**config.mk**
```make
export PLATFORM = sky130hd
export DESIGN_NAME = hdr_policy_top
export DESIGN_NICKNAME = d
export VERILOG_FILES = /design/src/rtl/hdrpol_pkg.sv /design/src/rtl/hdr_check.sv /design/src/rtl/hdr_regs.sv /design/src/rtl/hdr_policy_top.sv
export SDC_FILE = /design/constraint.sdc
export NUM_CORES = 1
export LEC_CHECK = 0
export BUFFER_PORTS_ARGS = -buffer_cell sky130_fd_sc_hd__buf_2
export CORE_UTILIZATION = 44
export CTS_BUF_LIST = sky130_fd_sc_hd__clkbuf_16
export DETAILED_ROUTE_END_ITERATION = 7
export GPL_ROUTABILITY_DRIVEN = 0
export PLACE_DENSITY = 0.89
export REMOVE_ABC_BUFFERS = 1
export SLEW_MARGIN = 10
export SYNTH_ARGS = -nofsm -noshare
export SYNTH_HDL_FRONTEND = slang
export SYNTH_SLANG_ARGS = --single-unit
```
**constraint.sdc**
```tcl
create_clock -name clk -period 2.56 [get_ports clk]
set_clock_uncertainty 0.15 [all_clocks]
set_input_delay 0 -clock clk [delete_from_list [all_inputs] [get_ports clk]]
set_output_delay 0 -clock clk [all_outputs]
set_load 0.005 [all_outputs]
```
**src/rtl/hdrpol_pkg.sv**
```systemverilog
package hdrpol_pkg;
  localparam int HDR_W     = 8;
  localparam int FIELD_W   = 4;
  localparam int MODE_W    = HDR_W + 1;
  localparam int DYN_BIT   = HDR_W;
  localparam int ERR_W     = 2;
  localparam int ERR_METH  = 0;
  localparam int ERR_WIDTH = 1;
  localparam int NUM_DIR   = 2;
  localparam int DIR_TX    = 0;
  localparam int DIR_RX    = 1;
  localparam int OFS_MODE  = 0;
  localparam int OFS_TXERR = 1;
  localparam int OFS_RXERR = 2;

  typedef enum logic [FIELD_W-1:0] {
    METH_NONE  = 4'b0000,
    METH_BFP   = 4'b0001,
    METH_MULAW = 4'b0011
  } meth_e;

  typedef struct packed {
    logic [FIELD_W-1:0] width;
    logic [FIELD_W-1:0] meth;
  } cmp_hdr_t;

  function automatic logic meth_legal(input logic [FIELD_W-1:0] m,
                                      input bit bfp_en, input bit mu_en);
    case (m)
      METH_NONE:  meth_legal = 1'b1;
      METH_BFP:   meth_legal = bfp_en;
      METH_MULAW: meth_legal = mu_en;
      default:    meth_legal = 1'b0;
    endcase
  endfunction

  function automatic logic width_legal(input logic [FIELD_W-1:0] w, input bit ext_en);
    if (ext_en)
      width_legal = (w == 4'd0) || (w >= 4'd8);
    else
      width_legal = (w == 4'd0) || (w == 4'd9) || (w == 4'd12) || (w == 4'd14);
  endfunction

  function automatic logic [FIELD_W-1:0] fallback_meth(input bit bfp_en, input bit mu_en);
    if (bfp_en)     fallback_meth = METH_BFP;
    else if (mu_en) fallback_meth = METH_MULAW;
    else            fallback_meth = METH_NONE;
  endfunction
endpackage

```
**src/rtl/hdr_check.sv**
```systemverilog
module hdr_check
  import hdrpol_pkg::*;
#(
  parameter bit IS_RX        = 1'b0,
  parameter bit BFP_EN       = 1'b1,
  parameter bit MULAW_EN     = 1'b1,
  parameter bit EXT_WIDTH_EN = 1'b0
) (
  input  logic             clk,
  input  logic             rst,
  input  logic             stb_i,
  input  logic [HDR_W-1:0] hdr_i,
  input  logic             dyn_i,
  input  logic [HDR_W-1:0] static_i,
  output logic [HDR_W-1:0] hdr_o,
  output logic             vld_o,
  output logic             drop_o,
  output logic             bad_meth_o,
  output logic             bad_width_o
);
  cmp_hdr_t sel_hdr, fix_hdr, out_q;
  logic     meth_ok, width_ok, drop_d;

  assign sel_hdr  = dyn_i ? cmp_hdr_t'(hdr_i) : cmp_hdr_t'(static_i);
  assign meth_ok  = meth_legal(sel_hdr.meth, BFP_EN, MULAW_EN);
  assign width_ok = width_legal(sel_hdr.width, EXT_WIDTH_EN);

  assign bad_meth_o  = stb_i && !meth_ok;
  assign bad_width_o = stb_i && !width_ok;

  generate
    if (IS_RX) begin : g_rx
      always_comb begin
        fix_hdr.width = sel_hdr.width;
        fix_hdr.meth  = meth_ok ? sel_hdr.meth : fallback_meth(BFP_EN, MULAW_EN);
        drop_d        = !width_ok;
      end
    end else begin : g_tx
      always_comb begin
        fix_hdr.width = width_ok ? sel_hdr.width : '0;
        fix_hdr.meth  = sel_hdr.meth;
        drop_d        = !meth_ok;
      end
    end
  endgenerate

  always_ff @(posedge clk) begin
    if (rst) begin
      out_q  <= '0;
      vld_o  <= 1'b0;
      drop_o <= 1'b0;
    end else begin
      vld_o  <= stb_i;
      drop_o <= stb_i && drop_d;
      if (stb_i) out_q <= fix_hdr;
    end
  end

  assign hdr_o = out_q;

  AST_VLD_FOLLOWS_STB: assert property (@(posedge clk) disable iff (rst) stb_i |=> vld_o);
  AST_VLD_ONE_CYCLE: assert property (@(posedge clk) disable iff (rst) !stb_i |=> !vld_o);
  AST_DROP_WITH_VLD: assert property (@(posedge clk) disable iff (rst) drop_o |-> vld_o);

  generate
    if (IS_RX) begin : g_rx_chk
      AST_RX_METH_REPAIRED: assert property (@(posedge clk) disable iff (rst)
        vld_o |-> meth_legal(out_q.meth, BFP_EN, MULAW_EN) || !(BFP_EN || MULAW_EN));
      AST_RX_DROP_BAD_WIDTH: assert property (@(posedge clk) disable iff (rst)
        (vld_o && !width_legal(out_q.width, EXT_WIDTH_EN)) |-> drop_o);
    end else begin : g_tx_chk
      AST_TX_WIDTH_REPAIRED: assert property (@(posedge clk) disable iff (rst)
        vld_o |-> width_legal(out_q.width, EXT_WIDTH_EN));
      AST_TX_DROP_BAD_METH: assert property (@(posedge clk) disable iff (rst)
        (vld_o && !meth_legal(out_q.meth, BFP_EN, MULAW_EN)) |-> drop_o);
    end
  endgenerate
endmodule

```
**src/rtl/hdr_regs.sv**
```systemverilog
module hdr_regs
  import hdrpol_pkg::*;
#(
  parameter int ADDR_W = 4,
  parameter int DATA_W = 32
) (
  input  logic              clk,
  input  logic              rst,
  input  logic              wr_en,
  input  logic              rd_en,
  input  logic [ADDR_W-1:0] addr,
  input  logic [DATA_W-1:0] wdata,
  output logic [DATA_W-1:0] rdata,
  input  logic [ERR_W-1:0]  set_i [NUM_DIR],
  output logic              dyn_o,
  output logic [HDR_W-1:0]  static_o,
  output logic              irq_o
);
  localparam int PAD_W = DATA_W - MODE_W;

  logic [MODE_W-1:0] mode_q;
  logic [ERR_W-1:0]  err_q [NUM_DIR];
  logic [ERR_W-1:0]  err_d [NUM_DIR];
  logic              wr_err [NUM_DIR];
  logic              wr_mode;
  logic              any_err_d;
  logic [PAD_W-1:0]  unused_wdata_hi;

  assign unused_wdata_hi = wdata[DATA_W-1:MODE_W];
  assign wr_mode = wr_en && (addr == ADDR_W'(OFS_MODE));

  generate
    for (genvar d = 0; d < NUM_DIR; d++) begin : g_err
      localparam int OFS = (d == DIR_TX) ? OFS_TXERR : OFS_RXERR;
      assign wr_err[d] = wr_en && (addr == ADDR_W'(OFS));
      always_comb begin
        err_d[d] = wr_err[d] ? (err_q[d] & ~wdata[ERR_W-1:0]) : err_q[d];
        err_d[d] = err_d[d] | set_i[d];
      end
      always_ff @(posedge clk) begin
        if (rst) err_q[d] <= '0;
        else     err_q[d] <= err_d[d];
      end
      for (genvar b = 0; b < ERR_W; b++) begin : g_bit
        AST_ERR_SET_WINS: assert property (@(posedge clk) disable iff (rst)
          set_i[d][b] |=> err_q[d][b]);
        AST_ERR_STICKY: assert property (@(posedge clk) disable iff (rst)
          (err_q[d][b] && !(wr_err[d] && wdata[b])) |=> err_q[d][b]);
        AST_ERR_W1C: assert property (@(posedge clk) disable iff (rst)
          (!set_i[d][b] && wr_err[d] && wdata[b]) |=> !err_q[d][b]);
      end
    end
  endgenerate

  assign any_err_d = (|err_d[DIR_TX]) || (|err_d[DIR_RX]);

  always_ff @(posedge clk) begin
    if (rst) begin
      mode_q <= '0;
      rdata  <= '0;
      irq_o  <= 1'b0;
    end else begin
      irq_o <= any_err_d;
      if (wr_mode) mode_q <= wdata[MODE_W-1:0];
      if (rd_en) begin
        case (addr)
          ADDR_W'(OFS_MODE):  rdata <= DATA_W'(mode_q);
          ADDR_W'(OFS_TXERR): rdata <= DATA_W'(err_q[DIR_TX]);
          ADDR_W'(OFS_RXERR): rdata <= DATA_W'(err_q[DIR_RX]);
          default:            rdata <= '0;
        endcase
      end
    end
  end

  assign dyn_o    = mode_q[DYN_BIT];
  assign static_o = mode_q[HDR_W-1:0];

  AST_IRQ_TRACKS_ERR: assert property (@(posedge clk) disable iff (rst)
    irq_o == ((|err_q[DIR_TX]) || (|err_q[DIR_RX])));
  AST_RD_UPPER_ZERO: assert property (@(posedge clk) disable iff (rst)
    rdata[DATA_W-1:MODE_W] == '0);
endmodule

```
**src/rtl/hdr_policy_top.sv**
```systemverilog
module hdr_policy_top
  import hdrpol_pkg::*;
#(
  parameter int ADDR_W       = 4,
  parameter int DATA_W       = 32,
  parameter bit BFP_EN       = 1'b1,
  parameter bit MULAW_EN     = 1'b1,
  parameter bit EXT_WIDTH_EN = 1'b0
) (
  input  logic              clk,
  input  logic              rst,
  input  logic              reg_wr_en,
  input  logic              reg_rd_en,
  input  logic [ADDR_W-1:0] reg_addr,
  input  logic [DATA_W-1:0] reg_wdata,
  output logic [DATA_W-1:0] reg_rdata,
  input  logic              tx_hdr_stb,
  input  logic [7:0]        tx_hdr_in,
  output logic [7:0]        tx_hdr_out,
  output logic              tx_hdr_vld,
  output logic              tx_drop,
  input  logic              rx_hdr_stb,
  input  logic [7:0]        rx_hdr_in,
  output logic [7:0]        rx_hdr_out,
  output logic              rx_hdr_vld,
  output logic              rx_drop,
  output logic              irq
);
  logic             stb   [NUM_DIR];
  logic [HDR_W-1:0] h_in  [NUM_DIR];
  logic [HDR_W-1:0] h_out [NUM_DIR];
  logic             vld   [NUM_DIR];
  logic             drop  [NUM_DIR];
  logic [ERR_W-1:0] set   [NUM_DIR];
  logic             dyn_mode;
  logic [HDR_W-1:0] static_hdr;

  assign stb[DIR_TX]  = tx_hdr_stb;
  assign stb[DIR_RX]  = rx_hdr_stb;
  assign h_in[DIR_TX] = tx_hdr_in;
  assign h_in[DIR_RX] = rx_hdr_in;

  generate
    for (genvar d = 0; d < NUM_DIR; d++) begin : g_dir
      logic bad_m, bad_w;
      hdr_check #(
        .IS_RX       (d == DIR_RX),
        .BFP_EN      (BFP_EN),
        .MULAW_EN    (MULAW_EN),
        .EXT_WIDTH_EN(EXT_WIDTH_EN)
      ) u_check (
        .clk        (clk),
        .rst        (rst),
        .stb_i      (stb[d]),
        .hdr_i      (h_in[d]),
        .dyn_i      (dyn_mode),
        .static_i   (static_hdr),
        .hdr_o      (h_out[d]),
        .vld_o      (vld[d]),
        .drop_o     (drop[d]),
        .bad_meth_o (bad_m),
        .bad_width_o(bad_w)
      );
      always_comb begin
        set[d]            = '0;
        set[d][ERR_METH]  = bad_m;
        set[d][ERR_WIDTH] = bad_w;
      end
    end
  endgenerate

  hdr_regs #(
    .ADDR_W(ADDR_W),
    .DATA_W(DATA_W)
  ) u_regs (
    .clk     (clk),
    .rst     (rst),
    .wr_en   (reg_wr_en),
    .rd_en   (reg_rd_en),
    .addr    (reg_addr),
    .wdata   (reg_wdata),
    .rdata   (reg_rdata),
    .set_i   (set),
    .dyn_o   (dyn_mode),
    .static_o(static_hdr),
    .irq_o   (irq)
  );

  assign tx_hdr_out = h_out[DIR_TX];
  assign tx_hdr_vld = vld[DIR_TX];
  assign tx_drop    = drop[DIR_TX];
  assign rx_hdr_out = h_out[DIR_RX];
  assign rx_hdr_vld = vld[DIR_RX];
  assign rx_drop    = drop[DIR_RX];

  AST_TX_VLD_TIMING: assert property (@(posedge clk) disable iff (rst) tx_hdr_stb |=> tx_hdr_vld);
  AST_RX_VLD_TIMING: assert property (@(posedge clk) disable iff (rst) rx_hdr_stb |=> rx_hdr_vld);
endmodule

```
Word level (Yosys, flattened, before mapping)
Memory sizes are Yosys's and may differ from the RTL's. Cells that the tools add are included.

Register bits after elaboration: 62. Bits in writable memories: 4. Bits of input ports: 58. Output and inout port bits: 53. Word-level logic and storage cells: 72. Memories: 1.

Memories: u_regs.err_q (words 2, width 2, read ports 2, clocked after Yosys merged registers in 0, write ports 2, RTL line hdr_regs.sv:22) `logic [ERR_W-1:0] err_q [NUM_DIR];`.

Equal/unequal tests: 12. Multiplexer cells: 14. Bitwise operators: 7. Reduce and logical (&&, ||, !) cells: 27.

Operators by type and width (number): one-hot mux 9 bit (3 select lines) (1); equality test 4 bit, second input constant (6); zero test 4 bit (5); two-way mux 8 bit (2); equality test 4 x 1 -> 1 bit, second input constant (3); equality test 4 x 2 -> 1 bit, second input constant (3); two-way mux 2 bit (4); two-way mux 4 bit (2); logical AND 1 bit (7); logical OR 1 bit (7); OR reduction 3 bit (2); two-way mux 1 bit (5); bitwise AND 2 bit (2); zero test 1 bit (4); OR 2 bit (2); OR reduction 2 bit (2); NOT 2 bit (1); OR 1 bit (2).

Longest topological paths before layout
Gate-level depths: netlist (run 1).

Depth after elaboration: 10. Mapped depth: 7. Depth with buffers taken out: 5.

Hierarchy
From an unflattened synthesis (run 1), not the netlist that was laid out.

Cells, all modules: 245. Area, all modules: 2239.6 um2.

By module, submodules not included: hdr_regs (times used 1, cells an instance 133, area each 1167.4 um2, sequential area each 460.4 um2); hdr_check at g_dir[1].u_check (times used 1, cells an instance 55, area each 539.3 um2, sequential area each 200.2 um2); hdr_check at g_dir[0].u_check (times used 1, cells an instance 57, area each 533.0 um2, sequential area each 200.2 um2).

Least setup slack after synthesis (run 1)
OpenSTA, ideal clock, no wires.

Path type: reg2reg. Start point: register u_regs.mode_q[8]. End point: register u_regs.irq_o. Library setup time: 128 ps. Arrival: 1590 ps. Data required time: 2282 ps. Slack: 692 ps. Cell stages (with the launch flop): 6. Path buffers: 1. Clock period less this slack: 1868 ps. Path through: dfxtp_1 buf_6 or4_4 a32o_1 a311o_1 nand4bb_1.

Word-level cells in the longest chain between the ends: 10. Elaborated cells between the ends (all ways): 39. Those cells by class: 10 x eq/ne; 4 x mux; 2 x bitwise; 23 x reduce/logical.

RTL lines: start: declaration (RTL line hdr_regs.sv:21) `logic [MODE_W-1:0] mode_q;`; start signal: assignment (RTL line hdr_regs.sv:64) `if (wr_mode) mode_q <= wdata[MODE_W-1:0];`; branches (longest 9 deep; another with two-way mux 8 bit); logical OR 1 bit (*) (RTL line hdr_regs.sv:55) `assign any_err_d = (|err_d[DIR_TX]) || (|err_d[DIR_RX]);`; end signal: assignment (RTL line hdr_regs.sv:63) `irq_o <= any_err_d;`; end: declaration (RTL line hdr_regs.sv:17) `output logic irq_o`.

Every way passes the cells marked *. A chain may end at the register's enable or synchronous reset.

Worst setup path after layout (run 1)
Start point: register u_regs.mode_q[8]. End point: register g_dir[1].u_check.out_q, in the netlist g_dir[1].u_check.hdr_o[1].

Word-level cells in the longest chain between the ends: 5. Elaborated cells between the ends (all ways): 7. Those cells by class: 2 x eq/ne; 3 x mux; 2 x reduce/logical.

RTL lines: two-way mux 8 bit (*) (RTL line hdr_check.sv:24) `assign sel_hdr = dyn_i ? cmp_hdr_t'(hdr_i) : cmp_hdr_t'(static_i);`; equality test 4 x 1 -> 1 bit (tied with other cells) (RTL line hdrpol_pkg.sv:29) `case (m)`; OR reduction 3 bit (no source line); two-way mux 1 bit (RTL line hdrpol_pkg.sv:29); two-way mux 4 bit (*) (RTL line hdr_check.sv:35) `fix_hdr.meth = meth_ok ? sel_hdr.meth : fallback_meth(BFP_EN, MULAW_EN);`; end signal: assignment (RTL line hdr_check.sv:55) `if (stb_i) out_q <= fix_hdr;`; end: declaration (RTL line hdr_check.sv:21) `cmp_hdr_t sel_hdr, fix_hdr, out_q;`.

Every way passes the cells marked *; elsewhere a longest branch is shown, timed or not.

==> metrics, run 1 <==
setup tns final=0 ps; crit share post-route=95.1%; Cell Pwr Density=527 nW/µm²; worst hold path type=input pin to flop; WL final=4920 µm; GRT Overall Usage=21.4%; clock-pin transition on the worst setup and hold timing paths=60 ps; Required @ worst endpoint=2640 ps; Wirelength per Cell=13.3 µm; Worst Path Buf+Inv=3; footprint of the multi-input gates=997 µm²; synth unique cells=38; Slew Limit Fails=0; Clock Path Buffers=2; initial DRC count=85; Crit path max-delay family=buffers and inverters; Post-Syn Area=2010 µm²; Hold WS=9.63 ps; CP startpoint kind=flop; highest clock rate=411 MHz; Reg2Reg Capture Point=g_dir[1].u_check.hdr_o[1]; vias in the first global route=1776; Post-synth ARST share=0%; most frequent cells in the layout=buf_2 (64), dfxtp_1 (43), dlygate4sd3_1 (33), nor2_1 (32), conb_1 (23); Final setup viols=0; number of vias in the routed layout=1839; die height=69.6 µm; Final Hold Vio Count=0; Synth warnings=0; Primary FF master, synth=dfxtp_1; Tmin final=2440 ps; hold endpoint=u_regs.err_q[1][1]; r2r startpoint=u_regs.mode_q[8]; drt pass-1 iters=4; Place WS=578 ps; kind of critical path=flop to flop; Peak VDD IR=0.000306 V; Antenna Violating Nets Remaining=0; CP most frequent cell=dlygate4sd3_1; sequential area share after synthesis=42.8%; Seq cells post-synth=43; crit end category=flop; Num CTS Buffers=5; crit path cell chain=buf_4, nand4_1, dlygate4sd3_1, a311oi_1, dlygate4sd3_1; core footprint=4380 µm²; fin nets=374; fillers=364; initial antenna violation count=0; slowest cell delay on critical path=570 ps; Gate Count Post-Synth=222; die area=4850 µm²; Rel. slew slack=60.0%; leakage power=1.31 nW; TritonCTS clock tree=done; cell depth of the worst hold path=4; ant diodes=0; unrepaired setup endpoints after global routing=no; Layout area overhead=36.4%; pin count of the biggest net entering global routing=25; port buffer count=64; worst-margin pin slew=598 ps; clk sinks=43; first-pass GRT wire length=7980 µm; grt ovf=0; Arrival @ worst endpoint=2520 ps; Starting Density=45.9%; FF/Latch Area=861 µm²; worst setup margin=124 ps; setup slack, reg-to-reg=120 ps; outcome=finished, final reports clean; vias per cell=4.98; Reg2Reg Depth=5; clock root buffer=clkbuf_16; worst-skew pair later-pin latency=290 ps; Post-CTS Setup Inserts=0; # DRC=0; max cap viols=0; Final HPWL DP=3290 µm; share of cells above drive strength 1=25.6%; Post-synth EDFFs=0; htree depth=2; # IOs=111; Crit-path slowest cell=dlygate4sd3_1; commonest non-fill, non-tap cell in the layout=buf_2; die extent in x=69.6 µm; Mean Syn Cell Area=9.07 µm²; number of cell rows=24; min-delay src=reg_addr[3]; largest fanout on the critical path=8
## how the worst max path moves through the flow
stage	start	endpoint	slack (ps)	cells past startpoint
2_1_floorplan	u_regs.mode_q[8]	u_regs.irq_o	380	4
3_3_place_gp	u_regs.mode_q[8]	u_regs.irq_o	590	5
3_5_place_dp	u_regs.mode_q[8]	u_regs.irq_o	580	5
4_1_cts	u_regs.mode_q[8]	g_dir[1].u_check.hdr_o[1]	130	5
5_1_grt	u_regs.mode_q[8]	g_dir[1].u_check.hdr_o[1]	30	5
6_report	u_regs.mode_q[8]	g_dir[1].u_check.hdr_o[1]	120	5
## through the flow
| step | util (%) | cells | instance area, µm² | power (mW) |
|---|---|---|---|---|
| 2_1_floorplan | - | 209 | 1870 | 0.755 |
| 3_3_place_gp | 51.9 | 328 | 2280 | 0.820 |
| 3_5_place_dp | 51.9 | 328 | 2280 | 0.824 |
| 4_1_cts | 62.6 | 369 | 2750 | 1.46 |
| 5_1_grt | 62.6 | 369 | 2750 | 1.51 |
| 6_report | 62.6 | 369 | 2750 | 1.45 |
## repair_timing
item | in CTS | in global routing
endpoints found under the hold margin | 32 | 0
hold buffers | 33 | 0
resized for setup | 0 | 0
## cell families after synthesis
kind of cell           count (synthesis)  share of synthesized area (%)
AO/OA/AOI/OAI                         32                           10.9
XOR/XNOR                               1                          0.435
buffers and inverters                 38                           11.8
flip-flops                            43                           42.8
multiplexers                          25                           12.7
other                                  1                          0.186
AND/OR/NAND/NOR                       82                           21.1
## registers in the layout, summed over array words and instances, names as in the netlist
| signal | cells |
|---|---|
| g_dir.u_check.hdr_o | 16 |
| u_regs.mode_q | 9 |
| u_regs.rdata | 9 |
| u_regs.err_q | 4 |
| g_dir.u_check.drop_o | 2 |
| g_dir.u_check.vld_o | 2 |
| u_regs.irq_o | 1 |
## synthesized netlist by cell type, types with 2 or more instances
master	n	share of area, %
a211oi_1	6	2.2
nor2b_1	14	4.4
nor2_1	32	6.0
nor3b_1	3	1.1
o21ai_0	3	0.75
a21oi_1	13	3.2
nand2_1	7	1.3
a31o_2	2	0.87
inv_1	3	0.56
a32o_1	2	0.99
mux2_2	5	2.8
nand4_1	3	0.93
buf_4	23	8.6
nand3_1	8	2.0
dfxtp_1	43	43
mux2i_1	20	9.9
clkbuf_1	9	1.7
nand2b_1	6	1.9
## where the power goes
| part | switching (mW) | internal [mW] | leakage [nW] |
|---|---|---|---|
| sequential | 0.00859 | 0.685 | 0.349 |
| combinational | 0.0722 | 0.0793 | 0.888 |
| clock | 0.251 | 0.352 | 0.0762 |
## worst reg2reg max path: stages (launching register included)
cell and delay, ps:
dfxtp_1 530, buf_4 250, nand4_1 90, dlygate4sd3_1 570, a311oi_1 230, dlygate4sd3_1 570
## cell type report
cell class,instances,area share [%]
flip-flops and latches,43,31.4
multi-input cells,163,36.3
well taps,52,2.37
repair buffers,100,24.5
inverters,3,0.410
clock buffers,5,4.56
clock inverters,3,0.456
## routing by layer
layer	GRT usage [%]	up-vias	routed length (µm)
met4	10.0	0	106
met2	37.0	70	2460
met3	6.69	8	279
li1	-	913	-
met5	0	-	0
met1	23.9	848	2070
Power figures use the tool's default switching activity.
==> run 2: changes to the inputs <==
- ABC_AREA: not set -> 1
- HOLD_SLACK_MARGIN: not set -> 0.1
- SLEW_MARGIN: 10 -> not set
==> run 2 against run 1 <==
  * Via count grew 24%
  * Sequential cell count unchanged
  * The run now ends with design-rule violations left
  * Setup slack got worse by 30 ps
  * Register-to-register slack gained 130 ps
  * Routed wire length increased by 21%
  * Power is 19% higher
  * Cell area grew 10%
  * Sequential power is 2% higher
  * Combinational power up 36%
==> metrics, run 2 <==
outcome=finished, violations left; failing checks=design-rule violations; drt pass-1 iters=8 (+4); Synth warnings=0 (unchanged); Clock Path Buffers=2 (unchanged); Starting Density=46.4% (+0.51 points); clock-pin transition on the worst setup and hold timing paths=60 ps (about the same); die height=70.5 µm (+1.2%); clock root buffer=clkbuf_16; Hold WS=145 ps (+135 ps); sw frac=21.5% (-1.4 points); port buffer count=64 (unchanged); Place WS=596 ps (+18.1 ps); Post-synth EDFFs=0 (unchanged); Post-synth ARST share=0% (unchanged); TritonCTS clock tree=done; vias per cell=5.02 (+0.72%); Wirelength per Cell=13.0 µm (-2.2%); most common cell in the netlist=nand2_1; number of vias in the routed layout=2284 (+24%); commonest non-fill, non-tap cell in the layout=nand2_1; most frequent cells in the layout=nand2_1 (71), buf_2 (64), dlygate4sd3_1 (54), dfxtp_1 (43), inv_1 (24); GRT Overall Usage=25.0% (+3.6 points); clock share of power=46.8% (+5.2 points); initial DRC count=197 (+130%); # DRC=12 (+12); Num CTS Buffers=5 (unchanged); htree depth=2 (unchanged); fillers=352 (-3.3%); largest area contributor in the netlist=dfxtp_1; Layout area overhead=46.8%; max cap viols=0 (unchanged); Final Hold Vio Count=0 (unchanged); Power, Total=1.72 mW (+19%); Final setup viols=0 (unchanged); Antenna Violating Nets Remaining=0 (unchanged); Gate Count Post-Synth=289 (+30%); leakage power=1.53 nW (+16%); Psw=0.369 mW (+11%); worst-skew pair later-pin latency=290 ps (about the same); # IOs=111 (unchanged); Required @ worst endpoint=2640 ps (about the same); core footprint=4440 µm² (+1.4%); clk sinks=43 (unchanged); Cell Pwr Density=568 nW/µm² (+7.7%); initial antenna violation count=0 (unchanged); fin nets=460 (+23%); unrepaired setup endpoints after global routing=yes; Tmin final=2470 ps (+29.9 ps); min-delay src=reg_addr[3]; Mean Syn Cell Area=7.14 µm² (-21%); worst setup margin=94.4 ps (-29.9 ps); fin util=68.2% (+5.5 points); highest clock rate=406 MHz (-1.2%); Worst Setup SP=reg_addr[2]; die extent in x=70.5 µm (+1.2%); number of cell rows=24 (unchanged); pin count of the biggest net entering global routing=26 (+4.0%); die area=4970 µm² (+2.4%); first-pass GRT wire length=9670 µm (+21%); grt ovf=0 (unchanged); share of the synthesized area in the top cell type=41.7% (-1.0 points); ant diodes=0 (unchanged); number of flip-flops in the largest register=16 (unchanged); synth unique cells=25 (-34%); Post-Syn Area=2060 µm² (+2.5%); Area contributors post-synth=dfxtp_1 (42%), nand2_1 (13%), buf_4 (8.7%), a21oi_1 (5.8%), nand3_1 (5.1%); sequential area share after synthesis=41.7% (-1.0 points); CP startpoint kind=input pin; worst-margin pin slew=732 ps (+134 ps); vias in the first global route=2119 (+19%); Rel. slew slack=51.2% (-8.9 points); largest fanout on the critical path=6 (-2); Final HPWL DP=3460 µm (+4.9%); Primary FF master, synth=dfxtp_1; Peak VDD IR=0.000557 V (+82%); Seq cells post-synth=43 (unchanged); worst hold path type=input pin to flop; Seq pwr share=41.2% (-6.7 points); r2r startpoint=u_regs.mode_q[8]; Post-synth top cells=nand2_1 (71), dfxtp_1 (43), a21oi_1 (24), buf_4 (24), inv_1 (23); Logic pwr share=12.0% (+1.5 points); share of cells above drive strength 1=22.3% (-3.2 points); crit end category=flop; Int Power=1.35 mW (+21%); kind of critical path=input pin to flop; crit share post-route=96.3% (+1.2 points); Slew Limit Fails=0 (unchanged); WL final=5930 µm (+21%); Arrival @ worst endpoint=2550 ps (+30 ps); setup tns final=0 ps (unchanged)
-- run 2: cell types whose count changed after synthesis, sizes merged, moves of 5 or more --
cell,before,now
inv,3,26
nand2b,6,0
nand2,7,79
mux2i,20,0
nand3,8,21
mux2,5,0
a21oi,13,25
a211oi,6,0
nor2b,14,0
o21ai,3,25
nor2,32,24
-- run 2: cell type report --
cell class / count / area [µm²] / share of cell area, %
timing repair buffer: 120 / 881 / 29.1
multi-input combinational: 206 / 936 / 30.9
clock inverter: 3 / 63.8 / 2.11
tap: 52 / 65.1 / 2.15
clock buffer: 5 / 125 / 4.13
sequential: 43 / 861 / 28.4
inverter: 26 / 97.6 / 3.22
-- run 2: logic make-up after synthesis --
group / synth area share [%]
flip-flops: 41.7
other: 0.182
AND/OR/NAND/NOR: 27.4
buffers and inverters: 17.1
AO/OA/AOI/OAI: 13.6
-- run 2: worst max-delay path, stage by stage --
cell,delay [ps]
dlygate4sd3_1,520
buf_2,120
nor2_2,130
inv_2,80
nor3_4,250
nand3_1,120
dlygate4sd3_1,590
a21oi_1,160
dlygate4sd3_1,560
-- run 2: power by group through the flow --
stage / combinational (mW) / clock (mW) / sequential (mW)
6_report: 0.206 / 0.805 / 0.709
5_1_grt: 0.227 / 0.845 / 0.711
4_1_cts: 0.197 / 0.812 / 0.708
3_5_place_dp: 0.146 / 0 / 0.723
3_3_place_gp: 0.143 / 0 / 0.722
2_1_floorplan: 0.0665 / 0 / 0.725
-- run 2: what timing repair did --
action / in CTS / in global routing
resized for setup: 0 / 2
hold buffers: 55 / 0
setup endpoints to repair: 0 / 2
endpoints found under the hold margin: 42 / 0
setup buffers: 0 / 0
-- run 2: through the flow --
step | std cells | instance area (µm²)
floorplan | 275 | 1890
global placement | 392 | 2280
detailed placement | 392 | 2280
CTS | 455 | 3020
global route | 455 | 3030
finish | 455 | 3030
-- run 2: metal layers --
metal	global-route usage, %	part of all wire (%)	vias up	wire (µm)
met4	11.6	2.9	0	170
met3	4.62	7.4	20	441
met1	29.1	40	1020	2370
li1	-	-	1104	-
met5	0	0	-	0
met2	44.2	50	140	2940
-- run 2: path summary, 6_finish.rpt --
check,cells after the start,slack [ps],endpoint
setup / recovery,9,90,u_regs.mode_q[6]
hold / removal,9,140,u_regs.err_q[0][0]
setup reg to reg,7,250,u_regs.err_q[0][1]
hold reg to reg,2,290,g_dir[1].u_check.hdr_o[2]
